[src/rtl/fdiv_pkg.sv]
package fdiv_pkg;
  localparam int unsigned DEF_INT_W  = 10;
  localparam int unsigned DEF_FRAC_W = 8;

  typedef enum logic [1:0] {
    ACC_HOLD  = 2'd0,
    ACC_CLEAR = 2'd1,
    ACC_STEP  = 2'd2
  } acc_op_e;
endpackage

[src/rtl/fdiv_load.sv]
module fdiv_load #(
  parameter int unsigned INT_W  = fdiv_pkg::DEF_INT_W,
  parameter int unsigned FRAC_W = fdiv_pkg::DEF_FRAC_W,
  localparam int unsigned DIV_W = INT_W + FRAC_W
) (
  input  logic              clk_i,
  input  logic              rst_ni,
  input  logic              load_i,
  input  logic [DIV_W-1:0]  div_i,
  input  logic              apply_i,
  output logic              pend_v_o,
  output logic [INT_W-1:0]  act_a_o,
  output logic [FRAC_W-1:0] act_b_o
);
  logic [DIV_W-1:0] pend_q;
  logic             pend_v_q;
  logic [INT_W-1:0] act_a_q;
  logic [FRAC_W-1:0] act_b_q;

  always_ff @(posedge clk_i or negedge rst_ni) begin
    if (!rst_ni) begin
      pend_q   <= '0;
      pend_v_q <= 1'b0;
    end else if (load_i) begin
      pend_q   <= div_i;
      pend_v_q <= 1'b1;
    end else if (apply_i) begin
      pend_v_q <= 1'b0;
    end
  end

  // active divisor resets to 1.0
  always_ff @(posedge clk_i or negedge rst_ni) begin
    if (!rst_ni) begin
      act_a_q <= INT_W'(1);
      act_b_q <= '0;
    end else if (apply_i) begin
      act_a_q <= pend_q[DIV_W-1:FRAC_W];
      act_b_q <= pend_q[FRAC_W-1:0];
    end
  end

  assign pend_v_o = pend_v_q;
  assign act_a_o  = act_a_q;
  assign act_b_o  = act_b_q;

  p_act_hold_r10: assert property (@(posedge clk_i) disable iff (!rst_ni)
    !apply_i |=> $stable({act_a_q, act_b_q}));

  p_pend_clear_r9: assert property (@(posedge clk_i) disable iff (!rst_ni)
    (apply_i && !load_i) |=> !pend_v_q);
endmodule

[src/rtl/fdiv_acc.sv]
module fdiv_acc
  import fdiv_pkg::*;
#(
  parameter int unsigned FRAC_W = fdiv_pkg::DEF_FRAC_W
) (
  input  logic              clk_i,
  input  logic              rst_ni,
  input  acc_op_e           op_i,
  input  logic [FRAC_W-1:0] b_i,
  output logic              extra_o
);
  logic [FRAC_W-1:0] acc_q;
  logic              extra_q;
  logic [FRAC_W:0]   sum;

  assign sum = {1'b0, acc_q} + {1'b0, b_i};

  always_ff @(posedge clk_i or negedge rst_ni) begin
    if (!rst_ni) begin
      acc_q   <= '0;
      extra_q <= 1'b0;
    end else begin
      unique case (op_i)
        ACC_CLEAR: begin
          acc_q   <= '0;
          extra_q <= 1'b0;
        end
        ACC_STEP: begin
          acc_q   <= sum[FRAC_W-1:0];
          extra_q <= sum[FRAC_W];  // carry stretches next period
        end
        default: ;
      endcase
    end
  end

  assign extra_o = extra_q;

  p_extra_needs_frac_r5: assert property (@(posedge clk_i) disable iff (!rst_ni)
    extra_q |-> (b_i != '0));
endmodule

[src/rtl/fdiv_cnt.sv]
module fdiv_cnt #(
  parameter int unsigned INT_W = fdiv_pkg::DEF_INT_W,
  localparam int unsigned LEN_W = INT_W + 1
) (
  input  logic             clk_i,
  input  logic             rst_ni,
  input  logic             en_i,
  input  logic [INT_W-1:0] a_i,
  input  logic             extra_i,
  output logic             tick_o
);
  logic [INT_W-1:0] cnt_q;
  logic [INT_W-1:0] a_eff;
  logic [LEN_W-1:0] len;
  logic             last;

  assign a_eff  = (a_i == '0) ? INT_W'(1) : a_i;
  assign len    = {1'b0, a_eff} + LEN_W'(extra_i);
  assign last   = ({1'b0, cnt_q} == len - LEN_W'(1));
  assign tick_o = en_i && last;

  always_ff @(posedge clk_i or negedge rst_ni) begin
    if (!rst_ni)     cnt_q <= '0;
    else if (!en_i)  cnt_q <= '0;
    else if (last)   cnt_q <= '0;
    else             cnt_q <= cnt_q + INT_W'(1);
  end

  p_cnt_bound_r3: assert property (@(posedge clk_i) disable iff (!rst_ni)
    {1'b0, cnt_q} < len);

  p_idle_clear_r2: assert property (@(posedge clk_i) disable iff (!rst_ni)
    !en_i |=> (cnt_q == '0));
endmodule

[src/rtl/fdiv_top.sv]
module fdiv_top
  import fdiv_pkg::*;
#(
  parameter int unsigned INT_W  = fdiv_pkg::DEF_INT_W,
  parameter int unsigned FRAC_W = fdiv_pkg::DEF_FRAC_W,
  localparam int unsigned DIV_W = INT_W + FRAC_W
) (
  input  logic             clk_i,
  input  logic             rst_ni,
  input  logic             en_i,
  input  logic             load_i,
  input  logic [DIV_W-1:0] div_i,
  output logic             tick_o
);
  logic              pend_v;
  logic              apply;
  logic [INT_W-1:0]  act_a;
  logic [FRAC_W-1:0] act_b;
  logic              extra;
  logic              tick;
  acc_op_e           acc_op;

  // switch divisor only between periods
  assign apply = pend_v && (tick || !en_i);

  always_comb begin
    if (!en_i || apply) acc_op = ACC_CLEAR;
    else if (tick)      acc_op = ACC_STEP;
    else                acc_op = ACC_HOLD;
  end

  fdiv_load #(.INT_W(INT_W), .FRAC_W(FRAC_W)) u_load (
    .clk_i    (clk_i),
    .rst_ni   (rst_ni),
    .load_i   (load_i),
    .div_i    (div_i),
    .apply_i  (apply),
    .pend_v_o (pend_v),
    .act_a_o  (act_a),
    .act_b_o  (act_b)
  );

  fdiv_acc #(.FRAC_W(FRAC_W)) u_acc (
    .clk_i   (clk_i),
    .rst_ni  (rst_ni),
    .op_i    (acc_op),
    .b_i     (act_b),
    .extra_o (extra)
  );

  fdiv_cnt #(.INT_W(INT_W)) u_cnt (
    .clk_i   (clk_i),
    .rst_ni  (rst_ni),
    .en_i    (en_i),
    .a_i     (act_a),
    .extra_i (extra),
    .tick_o  (tick)
  );

  assign tick_o = tick;

  p_apply_boundary_r7: assert property (@(posedge clk_i) disable iff (!rst_ni)
    (en_i && pend_v && !tick_o) |=> pend_v);
endmodule

[config.mk]
export PLATFORM = sky130hd
export DESIGN_NAME = fdiv_top
export DESIGN_NICKNAME = d
export VERILOG_FILES = /design/src/rtl/fdiv_pkg.sv /design/src/rtl/fdiv_load.sv /design/src/rtl/fdiv_acc.sv /design/src/rtl/fdiv_cnt.sv /design/src/rtl/fdiv_top.sv
export SDC_FILE = /design/constraint.sdc
export NUM_CORES = 1
export LEC_CHECK = 0
export BUFFER_PORTS_ARGS = -buffer_cell sky130_fd_sc_hd__buf_2
export CAP_MARGIN = 0
export CORE_ASPECT_RATIO = 0.6
export CORE_MARGIN = 4
export CORE_UTILIZATION = 40
export DETAILED_ROUTE_END_ITERATION = 10
export HOLD_SLACK_MARGIN = 0.1
export PLACE_DENSITY = 0.54
export SETUP_SLACK_MARGIN = 0.05
export SYNTH_ARGS = -nofsm -noshare
export SYNTH_HDL_FRONTEND = slang
export SYNTH_SLANG_ARGS = --single-unit
[constraint.sdc]
create_clock -name clk_i -period 5.59 [get_ports clk_i]
set_input_delay 1.677 -clock clk_i [delete_from_list [all_inputs] [get_ports clk_i]]
set_output_delay 1.677 -clock clk_i [all_outputs]
set_load 0.01 [all_outputs]
## Yosys cells after proc, flatten, opt, wreduce, memory -nomap -nowiden

Cells that the tools add are included.

- Add/subtract/negate cells: 4
- Eq/ne operators: 3
- Muxes and demuxes: 9
- Reductions and logical operators: 8

Operators by type and width:

| kind | number |
|---|---|
| 10-bit two-way mux | 3 |
| 8-bit case mux with 2 select lines | 1 |
| 10-bit by 1-bit adder with 11-bit output | 1 |
| 10-bit by 11-bit equality test with 1-bit output | 1 |
| 11-bit by 1-bit subtractor with 11-bit output, second input constant | 1 |
| 10-bit by 1-bit adder with 10-bit output, second input constant | 1 |
| 10-bit logical NOT | 1 |
| 8-bit by 8-bit adder with 9-bit output | 1 |
| 2-bit two-way mux | 2 |
| 2-bit nonzero test | 2 |
| 2-bit by 1-bit equality test with 1-bit output, second input constant | 1 |
| 2-bit equality test, second input constant | 1 |
| 1-bit logical AND | 2 |
| 1-bit logical OR | 2 |
| 1-bit two-way mux | 2 |
| 1-bit case mux with 2 select lines | 1 |
| 1-bit logical NOT | 1 |

- Bits in registers: 56
- Input bits: 22

## Logic depth before layout (Yosys ltp)

Gate-level depths: netlist (run 1).

- Word-level depth: 12
- Gate-level depth with buffers: 13
- Gate-level depth less buffers: 11

## By module

From an unflattened synthesis (run 1), not the netlist that was laid out.

- Cells, all modules: 260
- Area total of the unflattened synthesis: 3,154.3 µm²

By module, submodules not included:

| module | instances | cells an instance | area an instance (µm²) | seq. area each (µm²) |
|---|---|---|---|---|
| fdiv_load | 1 | 79 | 1,475.2 | 927.1 |
| fdiv_cnt | 1 | 103 | 949.7 | 250.2 |
| fdiv_acc | 1 | 72 | 703.2 | 225.2 |
| fdiv_top | 1 | 6 | 26.3 | 0.0 |

## Worst setup path before layout (run 1)

No wires, ideal clock.

- Kind: register to output
- Start: reg u_load.act_a_q[5], in the netlist u_load.act_a_o[5]
- End: out tick_o
- Data arrival time: 3.020 ns
- Path slack: 0.893 ns
- Cell stages (with the launch flop): 11
- Cell sequence: dfrtp_1 or4_4 nor2_1 a21oi_1 ha_1 or4b_4 or4_4 a2111oi_4 nand2_2 clkbuf_1 nor4_1

- Longest elaborated chain between the ends: 6

RTL lines:

| element | line | source |
|---|---|---|
| start: declaration | fdiv_load.sv:17 | `logic [INT_W-1:0] act_a_q;` |
| start signal: assignment | fdiv_load.sv:38 | `act_a_q <= pend_q[DIV_W-1:FRAC_W];` |
| 10-bit logical NOT | fdiv_cnt.sv:17 | `assign a_eff = (a_i == '0) ? INT_W'(1) : a_i;` |
| 10-bit two-way mux * | fdiv_cnt.sv:17 |  |
| 10-bit by 1-bit adder with 11-bit output * | fdiv_cnt.sv:18 | `assign len = {1'b0, a_eff} + LEN_W'(extra_i);` |
| 11-bit by 1-bit subtractor with 11-bit output * | fdiv_cnt.sv:19 | `assign last = ({1'b0, cnt_q} == len - LEN_W'(1));` |
| 10-bit by 11-bit equality test with 1-bit output * | fdiv_cnt.sv:19 |  |
| 1-bit logical AND * | fdiv_cnt.sv:20 | `assign tick_o = en_i && last;` |
| end: declaration | fdiv_top.sv:13 | `output logic tick_o` |

Every way passes the cells marked *; elsewhere a longest branch is shown, timed or not.

## Final worst setup path (run 1)

Same ends and word-level chain as after synthesis.

==> flow_summary.toml, run 1 <==
[run_status]
status = "finished clean"

[drt]
drt_iter0_drc = 125
drtPass1Iterations = 4
drt-met1-wl_um = 3250
vias = 1908
wl_um = 5740
drc = 0
routedWlPerCell_um = 15.4
wl_met3_um = 281
antenna_left = 0
wl_met2_um = 2140
maxUsedRoutingLayer = "met4"
viasPerCell = 5.10

[finish]
multi_input_area_um2 = 1510
layout.nets = 303
stdcell_area_um2 = 3360
regArea_um2 = 1400
num-fill-cells = 674
syn_to_final_growth_pct = 13.1
diodes = 0
layout-drive-gt1-share_pct = 29.6

[die]
ios = 23
coreArea_um2 = 7240
rows = 24
die_w_um = 119
die_h_um = 74.7
dieArea_um2 = 8910
start_util_pct = 41.0

[synth]
synth.area.top_cells = "dfrtp_1, mux2_2, mux2_4, ha_1, xnor2_1"
seq_area_frac_synth_pct = 47.2
avgSynthCellArea_um2 = 12.1
ys.flop_type = "dfrtp_1"
syn_nets = 280
ys_ff_latch = 56
synth_edf_count = 0
yosys.cell_types.count = 51
synth_area_um2 = 2970
syn_inst = 246
yosys.area.top_type_share_pct = 46.4
synth_top_area_cell = "dfrtp_1"
synthArstFlopShare_pct = 100
yosys_warnings = 0

[clocking]
cts_tree = "done"
clkLatencyLatePin_ns = 0.30
htree_levels = 2
clockBufferDepth = 2
cts.clk_slew.worst_paths_ns = 0.07
post_cts_buffers = 0
cts_root_buf = "clkbuf_16"
clock-sinks = 56
numCtsBuffers = 5
cts_resized = 0
cts_hold_buf = 0

[global_routing]
antenna_found_initial = 0
grt_use_total_pct = 14.3
grt_pass1_wl_um = 9860
grt_pass1_vias = 1842
grt-ovfl-total = 0
grt_max_degree = 57

[sta]
setup-violations-final = 0
tns_ns = 0
slew_headroom_pct = 51.2
slew_viol_final = 0
clock_skew_ns = 0.00817
period_needed_ns = 5.20
worstMarginPinSlew_ns = 0.723
timing.fmax_mhz = 192
rsz0062_at_grt = "no"
hold_violations = 0
finalCritPeriodShare_pct = 92.9

[placement]
place_area_um2 = 3180
numPortBuffers = 22
dp_hpwl_um = 4190
gp_congestion = 0.788

[critical_path]
reg2reg_slack_ns = 1.38
crit_path_start_kind = "flop"
r2r_start = "u_load.act_a_o[5]"
crit_required_ns = 3.91
reg2reg_to = "u_load.act_a_o[3]"
reg2reg_depth = 12
arrival_ns = 3.52
critical_path.startpoint = "u_load.act_a_o[5]"
critical_path_class = "reg2out"
critPathMaxFanout = 19
crit_end = "tick_o"
critical_path.endpoint_type = "output port"

[hold_path]
hold_path_class = "reg2reg"

[power]
ir_worst_vdd_mv = 0.230
power_leakage_nw = 1.48
power.density_nw_per_um2 = 315
finalPower_w = 0.00106

[flow_run]
cap_violations = 0
## cell usage in the layout, fill, tap and decap left out, types with 4 or more instances in the layout
| master | Yosys | final |
|---|---|---|
| a21o_1 | 4 | 4 |
| a21oi_1 | 13 | 13 |
| and3_1 | 4 | 4 |
| buf_2 | 0 | 22 |
| clkbuf_16 | 0 | 5 |
| dfrtp_1 | 55 | 55 |
| ha_1 | 11 | 11 |
| mux2_2 | 26 | 26 |
| mux2_4 | 10 | 10 |
| nand2_1 | 6 | 6 |
| nand3_1 | 6 | 6 |
| nor2_1 | 16 | 16 |
| o21ai_0 | 6 | 6 |
| or4_1 | 5 | 5 |
| xnor2_1 | 14 | 14 |
| xor2_1 | 10 | 10 |
## through the flow
step	worst slack [ns]	util [%]	cells	hold WS, ns
floorplan	0.893	-	246	0.477
global placement	0.740	43.9	366	0.485
detailed placement	0.692	43.9	366	0.493
CTS	0.348	46.4	374	0.507
global route	0.149	46.4	374	0.522
finish	0.394	46.4	374	0.503
## how the worst min path moves through the flow
stage | startpoint | endpoint | slack (ns) | cells past startpoint
2_1_floorplan | u_load.pend_q[9] | u_load.act_a_o[1] | 0.48 | 1
3_3_place_gp | u_load.pend_q[2] | u_load.act_b_o[2] | 0.49 | 1
3_5_place_dp | u_load.pend_q[4] | u_load.act_b_o[4] | 0.49 | 1
4_1_cts | u_load.pend_q[4] | u_load.act_b_o[4] | 0.51 | 1
5_1_grt | u_load.pend_q[4] | u_load.act_b_o[4] | 0.52 | 1
6_report | u_load.pend_q[4] | u_load.act_b_o[4] | 0.50 | 1
## registers in the layout (all words and copies together), names as in the netlist
register / flops
u_load.pend_q: 18
u_cnt.cnt_q: 10
u_load.act_a_o: 10
u_acc.acc_q: 8
u_load.act_b_o: 8
u_acc.extra_o: 1
u_load.pend_v_o: 1
## synth_stat cells (2+ instances only)
library cell and instances:
a211oi_1 2, a21oi_1 13, mux2_4 10, o21a_1 3
nand3_1 6, clkbuf_1 6, dfrtp_1 55, o41ai_1 2
o21ai_0 6, mux2_2 26, a21o_1 4, o211ai_1 3
or4_1 5, and3_1 4, or4_4 2, xnor2_1 14
or4b_1 2, nand2b_1 2, nor2_1 16, buf_6 2
xor2_1 10, nor3b_1 2, ha_1 11, inv_1 3
a211o_1 3, nor4_1 2, nor4b_1 2, nor2b_1 2
nand2_1 6
## power breakdown
group          switching (W)  total, W  internal [W]
sequential         0.0000445  0.000493      0.000449
combinational      0.0000914  0.000194      0.000103
clock               0.000146  0.000371      0.000225
## layer usage
metal | vias to the layer above | track usage [%]
met1 | 924 | 22.7
li1 | 950 | -
met3 | 7 | 3.45
met4 | 0 | 4.62
met2 | 27 | 18.5
met5 | - | 0
## critical path, cell delays in order, from the launching register on
cell and delay (ns):
dfrtp_1 0.42, or4_4 0.19, nor2_1 0.05, a21oi_1 0.13, ha_1 0.21, or4b_4 0.50, or4_4 0.51, a2111oi_4 0.39
nand2_2 0.26, nor4_1 0.35, buf_2 0.20
## area by class of cell
cell class                      instances  area share [%]
Multi-Input combinational cell        178            44.9
Timing Repair Buffer                   24            3.73
Inverter                                4           0.447
Clock buffer                            6            4.14
Clock inverter                          2            1.16
Tap cell                              104            3.88
Sequential cell                        56            41.8
## logic make-up (layout without fill, tap and decap cells)
family | after synthesis | in the layout | synth area share (%)
AO/OA/AOI/OAI | 47 | 47 | 11.7
buffers and inverters | 12 | 36 | 2.02
multiplexers | 36 | 36 | 14.9
AND/OR/NAND/NOR | 59 | 59 | 11.7
flip-flops | 56 | 56 | 47.2
adder cells (fa/ha/maj) | 12 | 12 | 5.31
XOR/XNOR | 24 | 24 | 7.08
Note: power is estimated with default switching activity, not from simulation.
==> run 2, diff against run 1 <==
==> constraint.sdc (replaced) <==
create_clock -name clk_i -period 5.04 [get_ports clk_i]
set_input_delay 1.512 -clock clk_i [delete_from_list [all_inputs] [get_ports clk_i]]
set_output_delay 1.512 -clock clk_i [all_outputs]
set_load 0.01 [all_outputs]
==> flow_summary.toml, run 2 (same netlist as run 1, synthesis figures left out) <==
[clocking]
cts_root_buf = "clkbuf_16"
htree_levels = 2
cts_tree = "done"
clkLatencyLatePin_ns = 0.29
clock-sinks = 56
cts_hold_buf = 0
numCtsBuffers = 5
cts.clk_slew.worst_paths_ns = 0.07
clockBufferDepth = 2

[placement]
pre_cts_ws_ns = 0.605
dp_hpwl_um = 4370
gp_congestion = 0.849
numPortBuffers = 22

[global_routing]
grt_pass1_vias = 1907
grt_max_degree = 37
grt-ovfl-total = 0
grt_pass1_wl_um = 9920
grt_use_total_pct = 14.4
antenna_found_initial = 0

[finish]
num-fill-cells = 679
top_register = "u_load.pend_q"
largest_reg_flops = 18
mostFrequentLayoutCells = "dfrtp_1, mux2_2, buf_2"
layout.nets = 305
layout-drive-gt1-share_pct = 30.1
diodes = 0
layout_commonest_cell = "dfrtp_1"
syn_to_final_growth_pct = 13.1

[critical_path]
crit_top_cell = "or4_4"
crit_path_start_kind = "flop"
crit_required_ns = 3.53
cpLargestDelayFamily = "simple AND/OR/NAND/NOR gates"
reg2reg_slack_ns = 1.31
cpPeakStageDelay_ns = 0.51
critical_path_class = "reg2out"
cp.buffers_inverters = 1
critPathMaxFanout = 5
reg2reg_depth = 12
worstPathCellList = "or4_4 > nor2_1 > a21oi_1 > ha_1 > or4b_4 > or4_4 > a2111oi_4 > nand2_2 > nor4_1 > buf_2"
critical_path.endpoint_type = "output port"
cp.depth = 10
arrival_ns = 3.25
cp_slowest_cell = "or4b_4"

[run_status]
status = "finished clean"

[sta]
fin_ws_ns = 0.282
setup-violations-final = 0
period_needed_ns = 4.76
hold_violations = 0
rsz0062_at_grt = "no"
slew_viol_final = 0
clock_skew_ns = 0.00735
slew_headroom_pct = 45.0
timing.fmax_mhz = 210
worstMarginPinSlew_ns = 0.825
tns_ns = 0
finalCritPeriodShare_pct = 94.4

[drt]
routedWlPerCell_um = 15.6
wl_um = 5860
viasPerCell = 5.11
drtPass1Iterations = 4
drt_iter0_drc = 128
drc = 0
vias = 1923
antenna_left = 0

[flow_run]
cap_violations = 0

[hold_path]
hold_path_class = "reg2reg"
holdPathStages = 1

[die]
dieArea_um2 = 8910
coreArea_um2 = 7240
start_util_pct = 41.0
die_w_um = 119
rows = 24
die_h_um = 74.7
ios = 23

[power]
ir_worst_vdd_mv = 0.159
power_leakage_nw = 1.48
power.density_nw_per_um2 = 346
==> run 2: cell count changes in the layout (fill, tap and decap cells not counted) <==
cell / previous run / this run
clkinv_4: 1 / 0
dfrtp_2: 0 / 1
clkbuf_8: 1 / 0
clkinv_2: 0 / 1
dfrtp_1: 55 / 54
buf_4: 2 / 4
clkbuf_1: 0 / 1
==> run 2: metal layers <==
layer  global-route usage, %  routed length (µm)
met2                    19.0                2150
met1                    23.1                3400
met3                    3.00                 223
met4                    4.36                  88
met5                       0                   0
==> run 2: final cells by class <==
cell class	count	area [µm²]	area share, %
clock buffers	6	129	3.84
clock inverters	2	35.0	1.04
inverters	4	15.0	0.447
multi-input cells	178	1510	44.8
flip-flops and latches	56	1400	41.8
well taps	104	130	3.87
repair buffers	26	140	4.17
==> run 2: timing repair <==
| action | in CTS | in global routing |
|---|---|---|
| setup buffers | 0 | 0 |
| setup endpoints to repair | 0 | 1 |
| gates resized for setup | 0 | 1 |
==> run 2: worst paths after layout <==
kind	from	endpoint
max reg2reg	u_load.act_a_o[5]	u_load.act_a_o[5]
min in group asynchronous	rst_ni	u_cnt.cnt_q[8]
max in group asynchronous	rst_ni	u_load.act_a_o[0]
min reg2reg	u_load.pend_q[8]	u_load.act_a_o[0]
max	u_load.act_a_o[5]	tick_o
min	u_load.pend_q[8]	u_load.act_a_o[0]
==> run 2: stage by stage <==
stage,instances,hold slack [ns],util (%),power (W),instance area (µm²)
after floorplan,246,0.477,-,0.000718,2970
after global placement,368,0.484,44.1,0.000776,3190
after detailed placement,368,0.489,44.1,0.000780,3190
after CTS,376,0.506,46.4,0.00117,3360
after global routing,376,0.517,46.4,0.00122,3360
final,376,0.502,46.4,0.00116,3360
==> run 2: power breakdown <==
part | switching [W] | total [W] | internal (W)
Sequential | 0.0000521 | 0.000550 | 0.000498
Combinational | 0.000104 | 0.000220 | 0.000116
Clock | 0.000156 | 0.000391 | 0.000234
Total | 0.000313 | 0.00116 | 0.000848
